File: config.mk
export PLATFORM = sky130hd
export DESIGN_NAME = pp_page_agen
export DESIGN_NICKNAME = d
export VERILOG_FILES = /design/src/rtl/pp_pkg.sv /design/src/rtl/pp_cfg_regs.sv /design/src/rtl/pp_page_seq.sv /design/src/rtl/pp_byte_order.sv /design/src/rtl/pp_page_agen.sv
export SDC_FILE = /design/constraint.sdc
export NUM_CORES = 1
export LEC_CHECK = 0
export ABC_AREA = 1
export BUFFER_PORTS_ARGS = -buffer_cell sky130_fd_sc_hd__buf_2
export CAP_MARGIN = 15
export CORE_MARGIN = 2
export CORE_UTILIZATION = 50
export CTS_CLUSTER_DIAMETER = 100
export DETAILED_ROUTE_END_ITERATION = 7
export PLACE_DENSITY = 0.85
export SLEW_MARGIN = 10
export SYNTH_ARGS = -nofsm -noshare
export SYNTH_HDL_FRONTEND = slang
export SYNTH_HIERARCHICAL = 1
export SYNTH_SLANG_ARGS = --single-unit
File: constraint.sdc
create_clock -name clk_i -period 9.3 [get_ports clk_i]
set_input_delay 2.325 -clock clk_i [delete_from_list [all_inputs] [get_ports clk_i]]
set_output_delay 2.325 -clock clk_i [all_outputs]
set_load 0.005 [all_outputs]
File: src/rtl/pp_pkg.sv
package pp_pkg;
  localparam int unsigned ADDR_W_DEF     = 24;
  localparam int unsigned SIZE_W_DEF     = 12;
  localparam int unsigned QUAD_W         = 32;
  localparam int unsigned FRAME_QUADS    = 60 / 4;
endpackage

File: src/rtl/pp_cfg_regs.sv
module pp_cfg_regs #(
  parameter int unsigned ADDR_W   = 24,
  parameter int unsigned SIZE_W   = 12,
  parameter int unsigned RST_SIZE = 15
) (
  input  logic              clk_i,
  input  logic              rst_ni,
  input  logic              we_i,
  input  logic              lock_i,
  input  logic [ADDR_W-1:0] base_i,
  input  logic [SIZE_W-1:0] size_i,
  output logic [ADDR_W-1:0] base_o,
  output logic [SIZE_W-1:0] size_o
);
  localparam logic [SIZE_W-1:0] SIZE_MIN = SIZE_W'(1);

  logic [ADDR_W-1:0] base_q;
  logic [SIZE_W-1:0] size_q;

  always_ff @(posedge clk_i or negedge rst_ni) begin
    if (!rst_ni) begin
      base_q <= '0;
      size_q <= SIZE_W'(RST_SIZE);
    end else if (we_i && !lock_i) begin
      base_q <= base_i;
      size_q <= (size_i == '0) ? SIZE_MIN : size_i;
    end
  end

  assign base_o = base_q;
  assign size_o = size_q;

  assert_cfg_locked_R8: assert property (@(posedge clk_i) disable iff (!rst_ni)
    lock_i |=> ($stable(base_q) && $stable(size_q)));

  assert_size_nonzero_R10: assert property (@(posedge clk_i) disable iff (!rst_ni)
    $changed(size_q) |-> (size_q != '0));
endmodule

File: src/rtl/pp_page_seq.sv
module pp_page_seq #(
  parameter int unsigned ADDR_W = 24,
  parameter int unsigned SIZE_W = 12
) (
  input  logic              clk_i,
  input  logic              rst_ni,
  input  logic              run_i,
  input  logic              strobe_i,
  input  logic [ADDR_W-1:0] base_i,
  input  logic [SIZE_W-1:0] size_i,
  output logic [ADDR_W-1:0] addr_o,
  output logic              page_o,
  output logic              flip_o
);
  logic              run_q;
  logic              page_q;
  logic              flip_q;
  logic [SIZE_W-1:0] offset_q;
  logic              start;
  logic              adv;
  logic              last;

  assign start = run_i && !run_q;
  assign adv   = run_i && run_q && strobe_i;
  assign last  = (offset_q == size_i - SIZE_W'(1));

  always_ff @(posedge clk_i or negedge rst_ni) begin
    if (!rst_ni) begin
      run_q    <= 1'b0;
      page_q   <= 1'b0;
      flip_q   <= 1'b0;
      offset_q <= '0;
    end else begin
      run_q  <= run_i;
      flip_q <= adv && last;
      if (start) begin
        page_q   <= 1'b0;
        offset_q <= '0;
      end else if (adv) begin
        if (last) begin
          offset_q <= '0;
          page_q   <= ~page_q;
        end else begin
          offset_q <= offset_q + SIZE_W'(1);
        end
      end
    end
  end

  // page 1 sits one page length above the base
  assign addr_o = base_i + (page_q ? ADDR_W'(size_i) : '0) + ADDR_W'(offset_q);
  assign page_o = page_q;
  assign flip_o = flip_q;

  assert_offset_in_page_R3: assert property (@(posedge clk_i) disable iff (!rst_ni)
    run_q |-> (offset_q < size_i));

  assert_wrap_to_base_R5: assert property (@(posedge clk_i) disable iff (!rst_ni)
    $fell(page_q) |-> (offset_q == '0));

  assert_flip_tracks_page_R6: assert property (@(posedge clk_i) disable iff (!rst_ni)
    flip_q |-> (page_q != $past(page_q)));

  assert_hold_when_idle_R7: assert property (@(posedge clk_i) disable iff (!rst_ni)
    !run_i |=> ($stable(offset_q) && $stable(page_q)));
endmodule

File: src/rtl/pp_byte_order.sv
module pp_byte_order #(
  parameter int unsigned DATA_W = 32
) (
  input  logic              be_i,
  input  logic [DATA_W-1:0] data_i,
  output logic [DATA_W-1:0] data_o
);
  localparam int unsigned NB = DATA_W / 8;

  logic [DATA_W-1:0] swapped;

  for (genvar g = 0; g < NB; g++) begin : g_lane
    assign swapped[8*g +: 8] = data_i[8*(NB-1-g) +: 8];
  end

  assign data_o = be_i ? swapped : data_i;

  always_comb begin
    if (!be_i) assert_le_passthru_R9: assert (data_o == data_i);
  end
endmodule

File: src/rtl/pp_page_agen.sv
module pp_page_agen
  import pp_pkg::*;
#(
  parameter int unsigned ADDR_W   = ADDR_W_DEF,
  parameter int unsigned SIZE_W   = SIZE_W_DEF,
  parameter int unsigned RST_SIZE = FRAME_QUADS
) (
  input  logic              clk_i,
  input  logic              rst_ni,
  input  logic              cfg_we_i,
  input  logic [ADDR_W-1:0] cfg_base_i,
  input  logic [SIZE_W-1:0] cfg_size_i,
  input  logic              run_i,
  input  logic              be_sel_i,
  input  logic              strobe_i,
  input  logic [31:0]       data_i,
  output logic [31:0]       data_o,
  output logic [ADDR_W-1:0] addr_o,
  output logic              page_o,
  output logic              flip_o
);
  logic [ADDR_W-1:0] base;
  logic [SIZE_W-1:0] size;

  pp_cfg_regs #(.ADDR_W(ADDR_W), .SIZE_W(SIZE_W), .RST_SIZE(RST_SIZE)) u_cfg (
    .clk_i  (clk_i),
    .rst_ni (rst_ni),
    .we_i   (cfg_we_i),
    .lock_i (run_i),
    .base_i (cfg_base_i),
    .size_i (cfg_size_i),
    .base_o (base),
    .size_o (size)
  );

  pp_page_seq #(.ADDR_W(ADDR_W), .SIZE_W(SIZE_W)) u_seq (
    .clk_i    (clk_i),
    .rst_ni   (rst_ni),
    .run_i    (run_i),
    .strobe_i (strobe_i),
    .base_i   (base),
    .size_i   (size),
    .addr_o   (addr_o),
    .page_o   (page_o),
    .flip_o   (flip_o)
  );

  pp_byte_order #(.DATA_W(QUAD_W)) u_bo (
    .be_i   (be_sel_i),
    .data_i (data_i),
    .data_o (data_o)
  );
endmodule

# ---- Word-level counts from Yosys, hierarchy flattened
# Index checks and enable logic that the tools add are counted.
dict set report totals {
  ff_bits 51
  inputBits 74
  out_inout_bits 58
  elab_cells 32
}
dict set report op_classes {
  add_sub_neg 4
  eq_ne 1
  n_mux 9
  bitwise_logic 1
  reduce_logical 11
}
# cell count
set ops {}
lappend ops {{$mux W12} 5}
lappend ops {{$mux W32} 1}
lappend ops {{$add A24 B12 Y24} 1}
lappend ops {{$add A24 B24 Y24} 1}
lappend ops {{$add A12 B1 Y12 const B} 1}
lappend ops {{$eq A12 B12 Y1} 1}
lappend ops {{$logic_not A12 Y1} 1}
lappend ops {{$sub A12 B1 Y12 const B} 1}
lappend ops {{$logic_and A1 B1 Y1} 5}
lappend ops {{$reduce_bool A2 Y1} 2}
lappend ops {{$mux W1} 3}
lappend ops {{$logic_not A1 Y1} 2}
lappend ops {{$reduce_and A2 Y1} 1}
lappend ops {{$not A1 Y1} 1}

# ---- Logic depth before layout (Yosys ltp)
dict set report depth {
  depth_word 5
  mapped_depth 15
  depth_no_buf 15
}

# ---- Cells and area by module
# The synthesis kept the hierarchy.
# mod n_inst cells_each area_per_inst_um2 seq_area_each_um2
set modules_own_cells {}
lappend modules_own_cells {pp_page_seq 1 345 2437.3 375.4}
lappend modules_own_cells {pp_cfg_regs 1 165 1415.1 905.9}
lappend modules_own_cells {pp_byte_order 1 104 494.2 0.0}

# ---- Least setup slack after synthesis
# Ideal clock, no wire load.
dict set report synth_timing {
  kind {input to output}
  from {in be_sel_i}
  to {out data_o[20]}
  arrival_time_ns 2.724
  t_required_ns 6.975
  slack_ns 4.251
  path_stages 5
  n_path_buf 2
  cell_sequence {buf_6 -> inv_8 -> buf_6 -> nand2_1 -> nand2_1}
}
dict set report synth_between {
  elab_chain_cells 1
}
# item line
set synth_rtl {}
lappend synth_rtl {{from (decl)} pp_page_agen.sv:14} ;# input logic be_sel_i,
lappend synth_rtl {{$mux W32} pp_byte_order.sv:16} ;# assign data_o = be_i ? swapped : data_i;
lappend synth_rtl {{to (decl)} pp_page_agen.sv:17} ;# output logic [31:0] data_o,
# No other way between the ends.

# ---- Final worst setup path
dict set report layout_timing {
  from {reg u_seq.page_q (netlist: u_seq/page_o)}
  to {out addr_o[21]}
}
dict set report layout_between {
  elab_chain_cells 3
}
# item line
set layout_rtl {}
lappend layout_rtl {{from (decl)} pp_page_seq.sv:16} ;# logic page_q;
lappend layout_rtl {{from (signal assigned)} pp_page_seq.sv:42} ;# page_q <= ~page_q;
lappend layout_rtl {{$mux W12} pp_page_seq.sv:51} ;# assign addr_o = base_i + (page_q ? ADDR_W'(size_i) : '0) + ADDR_W'(offset_q);
lappend layout_rtl {{$add A24 B24 Y24} pp_page_seq.sv:51}
lappend layout_rtl {{$add A24 B12 Y24} pp_page_seq.sv:51}
lappend layout_rtl {{to (decl)} pp_page_agen.sv:18} ;# output logic [ADDR_W-1:0] addr_o,
# No other way between the ends.

==> metrics.md <==
| Metric | Value |
|---|---|
| Top cell type's share of synthesized area | 27.1% |
| Die width | 97.2 µm |
| Final net count | 837 |
| Post-synth EDFFs | 0 |
| Number of optimization iterations in the first detailed-route pass | 6 |
| Switching part of the total power | 41.6% |
| Drt initial violations | 324 |
| Dominant cell type by area after synthesis | sky130_fd_sc_hd__dfrtp_1 |
| Post-synthesis instance total | 614 |
| Global placement routability congestion | 0.881 |
| Comb power frac | 44.2% |
| Count of final hold-check violations | 0 |
| Critical setup path kind | reg2out |
| Share of final-layout standard cells stronger than drive strength 1 | 25.6% |
| Clk_lat worst skew | 0.32 ns |
| CTS buffer count | 5 |
| CTS max path bufs | 2 |
| Critical path endpoint category | output pin |
| Global-route wire length before repair | 18400 µm |
| Non-filler cells, final | 845 |
| Remaining antenna violation count | 0 |
| Commonest cells in the synthesized netlist | sky130_fd_sc_hd__nand2_1 (273), sky130_fd_sc_hd__inv_1 (50), sky130_fd_sc_hd__dfrtp_1 (47) |
| Count leader, synth | sky130_fd_sc_hd__nand2_1 |
| Cell area reported after detailed placement | 0.00498 mm² |
| Global Route Usage Sum | 23.0% |
| Required time worst endpoint | 6.98 ns |
| Max-slew headroom at the worst pin | 47.9% |
| Total gr overflow | 0 |
| Worst IR drop on VDD | 0.0000957 V |
| Mapped Area | 0.00435 mm² |
| Source of the worst hold timing path | u_cfg/base_o[12]$_DFFE_PN0P_ |
| Resized cells post-CTS | 0 |
| Kind of start point of the critical path | flop |
| Max FO, Critical Path | 15 |
| Slew of the pin with the lowest slew margin | 0.779 ns |
| Port buffer count | 131 |
| Top_reg_cell synth | sky130_fd_sc_hd__dfrtp_1 |
| Time the worst path needs with I/O delays and setup | 5.90 ns |
| Maxcap violations | 0 |
| Fin. max-slew vios | 0 |
| Clock tree root driver cell | sky130_fd_sc_hd__clkbuf_8 |
| Ant diodes | 0 |
| Synthesized area per cell | 7.08 µm² |
| DP Wirelength | 8490 µm |
| Tightest Hold Check Type | reg2reg |
| Share of the clock period used by the worst path after layout | 63.5% |
| Post-synthesis sequential element count | 51 |
| Maximum clock skew at final layout | 0.00535 ns |
| Hold Buf Count CTS | 0 |
| End-of-flow core utilization | 59.1% |
| Core region area | 0.00859 mm² |
| Asr flop ratio synth | 100% |
| Synth area leaders | sky130_fd_sc_hd__dfrtp_1 (27%), sky130_fd_sc_hd__nand2_1 (24%), sky130_fd_sc_hd__fa_1 (6.0%), sky130_fd_sc_hd__xor2_1 (5.0%), sky130_fd_sc_hd__inv_1 (4.3%) |
| Worst Path Arrival | 3.58 ns |
| Internal power component | 0.451 mW |
| Cell Count Post-Placement | 837 |
| Sequential power share | 38.1% |
| Setup TNS | 0 ns |
| Average routed wire per standard cell | 12.9 µm |
| Hold Worst Slack | 0.499 ns |
| Total Power | 0.771 mW |
| Switching component of the power | 0.321 mW |
| Total routed wirelength | 10900 µm |
| Sequential fraction of the synthesis area | 29.5% |
| Clock group share of total power | 17.7% |
| Yosys warning total | 6 |
| Result of the run | complete, no violations |
| Die boundary height | 97.2 µm |
| Static leakage | 2.88 nW |
| Worst-case setup slack after placement | 3.70 ns |
| Syn-to-layout area delta | 16.8% |
| RSZ-0062 raised after global routing | no |
| Clock-pin slew reported for the worst setup and hold paths after clock tree synthesis | 0.10 ns |
| Drt drc | 0 |
| Level count of the clock H-tree | 2 |
| Via count of the first global-routing pass | 4124 |
| Die outline area | 0.00946 mm² |
| Number of fill cells in the layout | 809 |
| Total number of vias | 4353 |
| Initial Util | 50.6% |
| Count of endpoints failing setup in the final report | 0 |
| Minimum setup slack in the final design | 3.40 ns |
| Total nets after synthesis | 715 |
| Sink count of the clock tree | 51 |
| Crit path launch | u_seq/page_o$_DFFE_PN0P_ |
| Cell variety after synth | 38 |
| Number of standard-cell rows in the floorplan | 34 |
| Power per standard cell area | 152 mW/mm² |
| TritonCTS clock tree | yes |
| Antenna violations before repair | 0 |
| I/O pins | 132 |
| Reg-to-reg startpoint | u_cfg/size_o[0]$_DFFE_PN1P_ |
| Maximum clock rate | 0.169 GHz |
| Largest net degree at the start of global routing | 52 |
| Post-DR vias/cell | 5.15 |
| Post CTS Setup Buffer Count | 0 |
| Design area | 0.00508 mm² |
power groups by stage:
stage | Clock (mW) | Sequential, mW | Combinational, mW
after floorplan | 0 | 0.284 | 0.230
after global placement | 0 | 0.297 | 0.326
after detailed placement | 0 | 0.299 | 0.339
after CTS | 0.139 | 0.294 | 0.341
after global routing | 0.146 | 0.299 | 0.385
final | 0.136 | 0.294 | 0.341
flip-flops by register name, indices dropped and copies added, names as in the netlist:
register	flops
u_seq/flip_o	1
u_seq/offset_q	12
u_cfg/size_o	12
u_seq/page_o	1
u_cfg/base_o	24
u_seq/run_q	1
placed cells by master (no fill, tap or decap):
cell	instances
sky130_fd_sc_hd__nand2_4	1
sky130_fd_sc_hd__ha_1	14
sky130_fd_sc_hd__nor2_4	5
sky130_fd_sc_hd__inv_8	1
sky130_fd_sc_hd__dfrtp_1	47
sky130_fd_sc_hd__a21o_1	2
sky130_fd_sc_hd__xor2_2	1
sky130_fd_sc_hd__nor2_1	35
sky130_fd_sc_hd__nand3b_1	2
sky130_fd_sc_hd__nand2_1	273
sky130_fd_sc_hd__xor2_1	25
sky130_fd_sc_hd__xnor2_1	14
sky130_fd_sc_hd__inv_1	50
sky130_fd_sc_hd__o21ai_1	5
sky130_fd_sc_hd__a21oi_1	14
sky130_fd_sc_hd__clkinvlp_4	2
sky130_fd_sc_hd__nor4_1	2
sky130_fd_sc_hd__nand3_1	23
sky130_fd_sc_hd__o21bai_1	2
sky130_fd_sc_hd__and3_1	1
sky130_fd_sc_hd__a21boi_0	1
sky130_fd_sc_hd__o211ai_1	1
sky130_fd_sc_hd__nor3_1	6
sky130_fd_sc_hd__buf_4	1
sky130_fd_sc_hd__fa_1	13
sky130_fd_sc_hd__nand4_1	10
sky130_fd_sc_hd__dfstp_2	4
sky130_fd_sc_hd__a21oi_2	11
sky130_fd_sc_hd__nor2_2	5
sky130_fd_sc_hd__clkbuf_8	5
sky130_fd_sc_hd__inv_2	5
sky130_fd_sc_hd__nand2_2	14
sky130_fd_sc_hd__clkinv_1	1
sky130_fd_sc_hd__inv_6	1
sky130_fd_sc_hd__nand3_4	2
sky130_fd_sc_hd__buf_2	131
sky130_fd_sc_hd__o21ai_0	7
cells by family (layout without fill, tap and decap cells):
| group | Yosys count | after routing | share of synthesized area, % |
|---|---|---|---|
| buf+inv | 74 | 197 | 8.78 |
| xor+xnor | 40 | 40 | 8.23 |
| compound gates | 43 | 43 | 6.25 |
| simple gates | 379 | 379 | 37.2 |
| flops | 51 | 51 | 29.5 |
| fa+ha+maj | 27 | 27 | 10.0 |
routing by layer:
layer	vias to the layer above	track usage, %	wire length [µm]
met5	-	0	0
met3	27	3.53	666
met1	2007	30.5	4780
met2	178	39.3	5260
li1	2141	-	-
met4	0	6.73	209
cell type report:
class / instances / area (µm²) / share of cell area (%)
Inverter: 57 / 221 / 4.36
Clock inverter: 3 / 23.8 / 0.468
Sequential cell: 51 / 1280 / 25.2
Timing Repair Buffer: 132 / 663 / 13.1
Clock buffer: 5 / 68.8 / 1.36
Multi-Input combinational cell: 489 / 2680 / 52.9
Tap cell: 108 / 135 / 2.66
critical path, cell delays in order, from the launching register on:
cell and delay (ns):
sky130_fd_sc_hd__dfrtp_1 0.58, sky130_fd_sc_hd__nand2_1 0.13, sky130_fd_sc_hd__inv_1 0.06, sky130_fd_sc_hd__fa_1 0.48, sky130_fd_sc_hd__ha_1 0.18, sky130_fd_sc_hd__inv_1 0.06
sky130_fd_sc_hd__fa_1 0.41, sky130_fd_sc_hd__o21ai_1 0.32, sky130_fd_sc_hd__nand3_1 0.13, sky130_fd_sc_hd__nand4_1 0.24, sky130_fd_sc_hd__nand2_1 0.13, sky130_fd_sc_hd__nor3_1 0.22
sky130_fd_sc_hd__xor2_1 0.19, sky130_fd_sc_hd__buf_2 0.14
worst paths after layout:
kind	to	slack, ns	cells after the start
setup / recovery	addr_o[21]	3.40	13
hold / removal	u_cfg/base_o[12]$_DFFE_PN0P_	0.50	2
setup reg to reg	u_seq/page_o$_DFFE_PN0P_	7.00	11
hold reg to reg	u_cfg/base_o[12]$_DFFE_PN0P_	0.50	2
max in group asynchronous	u_cfg/base_o[5]$_DFFE_PN0P_	6.76	2
min in group asynchronous	u_cfg/base_o[23]$_DFFE_PN0P_	2.11	2
Power figures use the tool's default switching activity.
